--- src/rtl/dot_grid_blinker.sv ---
module dot_grid_blinker #(
  parameter int COLS    = 8,
  parameter int ROWS    = 6,
  parameter int DOT_W   = 12,
  parameter int GAP_W   = 2,
  parameter int DOT_H   = 68,
  parameter int GAP_H   = 12,
  parameter int HW      = 8,
  parameter int VW      = 9,
  parameter int MIN_FR  = 22,
  parameter int SPAN_FR = 17,
  parameter logic [15:0] SEED = 16'hACE1
) (
  input  logic          clk,
  input  logic          rst_n,
  input  logic          frame_start,
  input  logic          vis,
  input  logic [HW-1:0] hpos,
  input  logic [VW-1:0] vline,
  output logic [2:0]    rgb
);
  localparam int NDOTS   = COLS * ROWS;
  localparam int PITCH_W = DOT_W + GAP_W;
  localparam int PITCH_H = DOT_H + GAP_H;
  localparam int HEND    = COLS * PITCH_W;
  localparam int VEND    = ROWS * PITCH_H;
  localparam int IW      = $clog2(NDOTS);
  localparam int CW      = $clog2(MIN_FR + SPAN_FR);
  localparam int CMAX    = MIN_FR + SPAN_FR - 1;
  localparam logic [CW-1:0] CNT0 = CW'(MIN_FR + int'(SEED) % SPAN_FR);

  logic [15:0]        lfsr;
  logic [CW-1:0]      cnt;
  logic [NDOTS*3-1:0] colours;

  logic [HW-1:0] hcol, hin;
  logic [VW-1:0] vrow, vin;
  logic          h_on, v_on;
  logic [IW-1:0] idx;

  assign hcol = hpos / HW'(PITCH_W);
  assign hin  = hpos % HW'(PITCH_W);
  assign vrow = vline / VW'(PITCH_H);
  assign vin  = vline % VW'(PITCH_H);
  assign h_on = (int'(hpos) < HEND) && (int'(hin) < DOT_W);
  assign v_on = (int'(vline) < VEND) && (int'(vin) < DOT_H);
  assign idx  = IW'(int'(vrow) * COLS + int'(hcol));
  assign rgb  = (vis && h_on && v_on) ? colours[int'(idx)*3 +: 3] : 3'd0;

  logic          fb;
  logic [IW-1:0] pick;
  logic [2:0]    new_col;
  logic [CW-1:0] reload;

  assign fb      = lfsr[15] ^ lfsr[13] ^ lfsr[12] ^ lfsr[10];
  assign pick    = IW'(int'(lfsr) % NDOTS);
  assign new_col = 3'(int'(lfsr[15:8]) % 7 + 1);
  assign reload  = CW'(MIN_FR + int'(lfsr) % SPAN_FR);

  always_ff @(posedge clk or negedge rst_n) begin
    if (!rst_n) begin
      lfsr <= SEED;
      cnt  <= CNT0;
      for (int i = 0; i < NDOTS; i++) colours[i*3 +: 3] <= 3'(i % 7 + 1);
    end else if (frame_start) begin
      lfsr <= {lfsr[14:0], fb};
      if (cnt == CW'(1)) begin
        colours[int'(pick)*3 +: 3] <= new_col;
        cnt <= reload;
      end else begin
        cnt <= cnt - CW'(1);
      end
    end
  end
endmodule

--- config.mk ---
export PLATFORM = sky130hd
export DESIGN_NAME = dot_grid_blinker
export DESIGN_NICKNAME = d
export VERILOG_FILES = /design/src/rtl/dot_grid_blinker.sv
export SDC_FILE = /design/constraint.sdc
export NUM_CORES = 1
export LEC_CHECK = 0
export ABC_AREA = 0
export ABC_CLOCK_PERIOD_IN_PS = 13800
export BUFFER_PORTS_ARGS = -buffer_cell sky130_fd_sc_hd__buf_4
export CELL_PAD_IN_SITES_DETAIL_PLACEMENT = 0
export CELL_PAD_IN_SITES_GLOBAL_PLACEMENT = 1
export CORE_UTILIZATION = 50
export DETAILED_ROUTE_END_ITERATION = 6
export PLACE_DENSITY = 0.86
export SLEW_MARGIN = 5
export SYNTH_ARGS = -nofsm -noshare
export SYNTH_HDL_FRONTEND = slang
export SYNTH_SLANG_ARGS = --single-unit
--- constraint.sdc ---
create_clock -name clk -period 13.8 [get_ports clk]
set_input_delay 0.69 -clock clk [delete_from_list [all_inputs] [get_ports clk]]
set_output_delay 0.69 -clock clk [all_outputs]
set_load 0.005 [all_outputs]
Word level (Yosys, flattened, before mapping)
Cells that the tools add are included.
{ "totals": {"reg_bits": 166, "inputBits": 21, "output_inout_bits": 3, "wordCells": 36} }
{ "classes": {"n_addsub": 5, "n_mul": 2, "div_mod_pow": 7, "order_cmp": 4, "eq_ne": 1, "n_shift": 3, "mux": 3, "n_bitwise": 3, "reduce_logical": 5} }
{ "ops": {"columns": ["op", "n"], "rows": [
  ["144-bit bitwise mux", 1],
  ["3-bit by 33-bit variable shift with 144-bit output (first input constant)", 1],
  ["144-bit by 9-bit indexed part select with 3-bit output", 1],
  ["3-bit by 33-bit indexed part select with 144-bit output", 1],
  ["8-bit negation with 33-bit output", 1],
  ["17-bit by 6-bit remainder unit with 32-bit output (second input constant)", 1],
  ["17-bit by 7-bit remainder unit with 32-bit output (second input constant)", 1],
  ["9-bit by 4-bit remainder unit with 32-bit output (second input constant)", 1],
  ["6-bit by 2-bit multiplier with 8-bit output (second input constant)", 2],
  ["9-bit by 7-bit divider with 9-bit output (second input constant)", 1],
  ["9-bit by 7-bit < comparator with 1-bit output (second input constant)", 1],
  ["9-bit < comparator (second input constant)", 1],
  ["9-bit by 7-bit remainder unit with 9-bit output (second input constant)", 1],
  ["8-bit by 4-bit divider with 8-bit output (second input constant)", 1],
  ["8-bit by 4-bit < comparator with 1-bit output (second input constant)", 1],
  ["8-bit by 7-bit < comparator with 1-bit output (second input constant)", 1],
  ["8-bit by 4-bit remainder unit with 8-bit output (second input constant)", 1],
  ["6-bit adder", 1],
  ["6-bit adder (first input constant)", 1],
  ["6-bit by 1-bit == test with 1-bit output (second input constant)", 1],
  ["6-bit two-way mux", 1],
  ["6-bit by 1-bit subtractor with 6-bit output (second input constant)", 1],
  ["1-bit logical AND", 4],
  ["3-bit by 2-bit adder with 3-bit output (second input constant)", 1],
  ["3 further kinds", 5]
]} }

Logic depth before layout (Yosys ltp)
{ "logic_depth": {"word_depth": 6, "depth_mapped": 53, "ltp_nobuf": 44} }

Least setup slack after synthesis
No wires, ideal clock.
{ "synth_timing": {"kind": "flip-flop to flip-flop", "start": "register lfsr[14]", "end": "register cnt[5]", "setup_ps": 68, "t_arrival_ps": 10800, "t_required_ps": 13732, "slack_ps": 2931, "path_stages_with_launch": 49, "n_path_buf": 5, "period_less_slack_ps": 10869, "cell_sequence": "dfrtp_1 > nor4_4 > inv_2 > ha_1 > nand2b_1 > or2b_1 > a221o_1 > buf_4 > nand2_2 > nand2_1 > or3_4 > and3_4 > o41ai_4 > o21ai_1 > a2111oi_4 > o211ai_4 > buf_6 > o211ai_2 > (+13 left out) > ha_1 > nand3_1 > o211ai_2 > or3_1 > buf_2 > nor2_1 > xnor2_1 > ha_1 > inv_1 > nor4_1 > o31ai_4 > mux2_2 > ha_1 > inv_1 > a211o_1 > mux2i_1 > or4_1 > nand3_1"} }
{ "synth_between": {"elab_chain_len": 3} }
{ "synth_lines": {"columns": ["item", "line_no", "text"], "rows": [
  ["from (decl)", "32", "logic [15:0] lfsr;"],
  ["from (signal assigned)", "66", "lfsr <= {lfsr[14:0], fb};"],
  ["17-bit by 6-bit remainder unit with 32-bit output", "58", "assign reload = CW'(MIN_FR + int'(lfsr) % SPAN_FR);"],
  ["6-bit adder", "58", null],
  ["6-bit two-way mux", "67", "if (cnt == CW'(1)) begin"],
  ["to (signal assigned)", "69", "cnt <= reload;"],
  ["to (signal assigned)", "71", "cnt <= cnt - CW'(1);"],
  ["to (decl)", "33", "logic [CW-1:0] cnt;"]
]} }
No other way between the ends.
A chain may end at the register's enable or synchronous reset.

Worst setup path after layout
{ "layout_timing": {"start": "register lfsr[11]", "end": "register cnt[5]"} }
The elaborated chain is that of the path after synthesis.

==> impl_metrics.env <==
export IMPL_post_place_cells=2050
export IMPL_grt_max_degree=85
export IMPL_clockBufferDepth=2
export IMPL_clk_latency_ps=440
export IMPL_syn_inst=1719
export IMPL_synth_nets=1760
export IMPL_grt_overflow_total=0
export IMPL_timing_final_max_slew_violations=0
export IMPL_setup_slack_ps=919
export IMPL_drc_errors=0
export IMPL_layout_nets=1720
export IMPL_yosys_warnings=0
export IMPL_cts_made_buffers=17
export IMPL_synth_distinct_cells=128
export IMPL_drt_iter0_markers=1063
export IMPL_clkTransAtPathRegs_ps=70
export IMPL_synth_top_cell_area_share=0.159
export IMPL_critPathSlowestCell="dfstp_2"
export IMPL_layout_cells_non_filler=2082
export IMPL_grt_pass1_vias=12808
export IMPL_start_kind="flop"
export IMPL_cp_max_fo=29
export IMPL_routed_wirelength_um=41100
export IMPL_syn_area_um2=15200
export IMPL_dp_slack_ps=995
export IMPL_drive_gt1_frac=0.266
export IMPL_finalSetupViolations=0
export IMPL_endpoint_kind="flop"
export IMPL_rr_startpoint="lfsr[11]"
export IMPL_status="completed"
export IMPL_rsz0062_at_grt="false"
export IMPL_antenna_found_initial=0
export IMPL_cts_htree_levels=4
export IMPL_ys_seq_area_frac=0.281
export IMPL_reg2reg_to="cnt[5]"
export IMPL_synth_area_top_cells="dfstp_2 (16%), mux2_2 (14%), dfrtp_1 (12%)"
export IMPL_critical_path_class="flop to flop"
export IMPL_cts_setup_buffers=0
export IMPL_dpl_hpwl_um=29900
export IMPL_drt_wirelength_per_cell_um=19.7
export IMPL_timing_fmax_mhz=77.6
export IMPL_die_h_um=176
export IMPL_initial_core_util=0.511
export IMPL_relSlewSlack=0.244
export IMPL_cts_hold_buf=0
export IMPL_final_antenna_net_count=0
export IMPL_first_pass_iters=7
export IMPL_post_cts_resized=0
export IMPL_drv_cap=0
export IMPL_synth_top_cells_by_count="mux2_2 (189), nand2_1 (154), nor2_1 (148), a21oi_1 (103), dfstp_2 (92)"
export IMPL_num_antenna_cells=0
export IMPL_synth_ff_type="dfstp_2"
export IMPL_avgSynthCellArea_um2=8.85
export IMPL_nFillCells=2709
export IMPL_root_buffer="clkbuf_16"
export IMPL_rows=63
export IMPL_grt_pass1_wl_um=66700
export IMPL_place_congestion=0.906
export IMPL_synth_seq_cells=166
export IMPL_die_w_um=176
export IMPL_yosys_area_top_type="dfstp_2"
export IMPL_final_area_um2=16200
export IMPL_hold_viol=0
export IMPL_viasPerCell=6.45
export IMPL_finClkSkew_ps=11.0
export IMPL_post_dp_cell_area_um2=15600
export IMPL_fin_crit_ps=12880
export IMPL_tritoncts="done"
export IMPL_setup_tns_ps=0
export IMPL_io_buffer_count=20
export IMPL_vias=13430
export IMPL_fin_crit_sh=0.933
export IMPL_area_growth_pct=6.33
export IMPL_die_area_um2=31100
export IMPL_critical_path_max_stage_delay_ps=850
export IMPL_cts_sinks=166
export IMPL_synth_most_common_cell="mux2_2"
export IMPL_worstRegToRegCells=44
export IMPL_hold_path_class="primary input to async pin"
export IMPL_synth_edf_count=0
export IMPL_tightest_slew_ps=1130
export IMPL_grt_total_usage=0.266
export IMPL_worstPathRequired_ps=14180
export IMPL_crit_top_cell="ha_1"
export IMPL_async_flop_share=1.00
export IMPL_crit_arrival_ps=13260
export IMPL_worst_r2r_setup_slack_ps=920
export IMPL_ioPinCount=24
export IMPL_core_um2=29800
[flip-flops by register name (all words and copies together), names as in the netlist]
register	flops
lfsr	16
cnt	6
colours	144
[cell families (layout without fill, tap and decap cells)]
| group | Yosys count | in the layout | share of synthesized area |
|---|---|---|---|
| buffers and inverters | 135 | 108 | 0.0384 |
| AO/OA/AOI/OAI | 458 | 458 | 0.225 |
| flip-flops | 166 | 166 | 0.281 |
| AND/OR/NAND/NOR | 612 | 612 | 0.204 |
| multiplexers | 255 | 255 | 0.192 |
| adder cells (fa/ha/maj) | 25 | 25 | 0.0202 |
| XOR/XNOR | 68 | 68 | 0.0401 |
[worst max-delay path: cells and delay by family, from the launching register on]
family,cells,cell delay [ps]
AO/OA/AOI/OAI,12,3670
XOR/XNOR,1,210
flip-flops,1,850
buffers and inverters,4,630
AND/OR/NAND/NOR,20,5780
multiplexers,3,740
adder cells (fa/ha/maj),4,900
[per-layer routing]
metal  GRT usage  wire (um)
met2       0.440      19700
met5           0          0
met1       0.359      18500
met4      0.0898        974
met3      0.0336       1960
[worst max path at each step]
stage	from	to	slack (ps)
2_1_floorplan	lfsr[14]	cnt[5]	2930
3_5_place_dp	lfsr[11]	cnt[5]	990
3_3_place_gp	lfsr[11]	cnt[5]	1140
4_1_cts	lfsr[11]	cnt[5]	920
5_1_grt	lfsr[11]	cnt[5]	70
6_report	lfsr[11]	cnt[5]	920
[placed cells by master, fill, tap and decap left out, drive strengths merged, types with 14 or more instances in the layout]
master and n:
or2 14, and2 37, nand2b 19, nand2 156, xnor2 53, nand3 67
ha 19, nor4 25, a31oi 19, o211ai 33, and3 30, o21ai 90
a211oi 14, a21oi 106, nor3 41, nor2 152, clkbuf 17, dfstp 92
buf 42, xor2 15, mux2i 55, o22ai 15, inv 39, mux2 191
o31ai 14, dfrtp 74
[stage by stage]
stage                util  hold slack (ps)
detailed placement  0.523              490
CTS                 0.543              334
global placement    0.523              483
global route        0.543              346
finish              0.543              307
floorplan               -              394
[final cells by class]
class | count | area (um2) | area share
clock buffers | 17 | 425 | 0.0263
clock inverters | 15 | 176 | 0.0109
inverters | 34 | 128 | 0.00789
multi-input cells | 1418 | 10400 | 0.641
flip-flops and latches | 166 | 4270 | 0.264
well taps | 390 | 488 | 0.0302
repair buffers | 42 | 319 | 0.0197
Power is left out: the tool's default activity adds up to more than one toggle a clock period on the data nets, which glitch-free logic cannot reach.
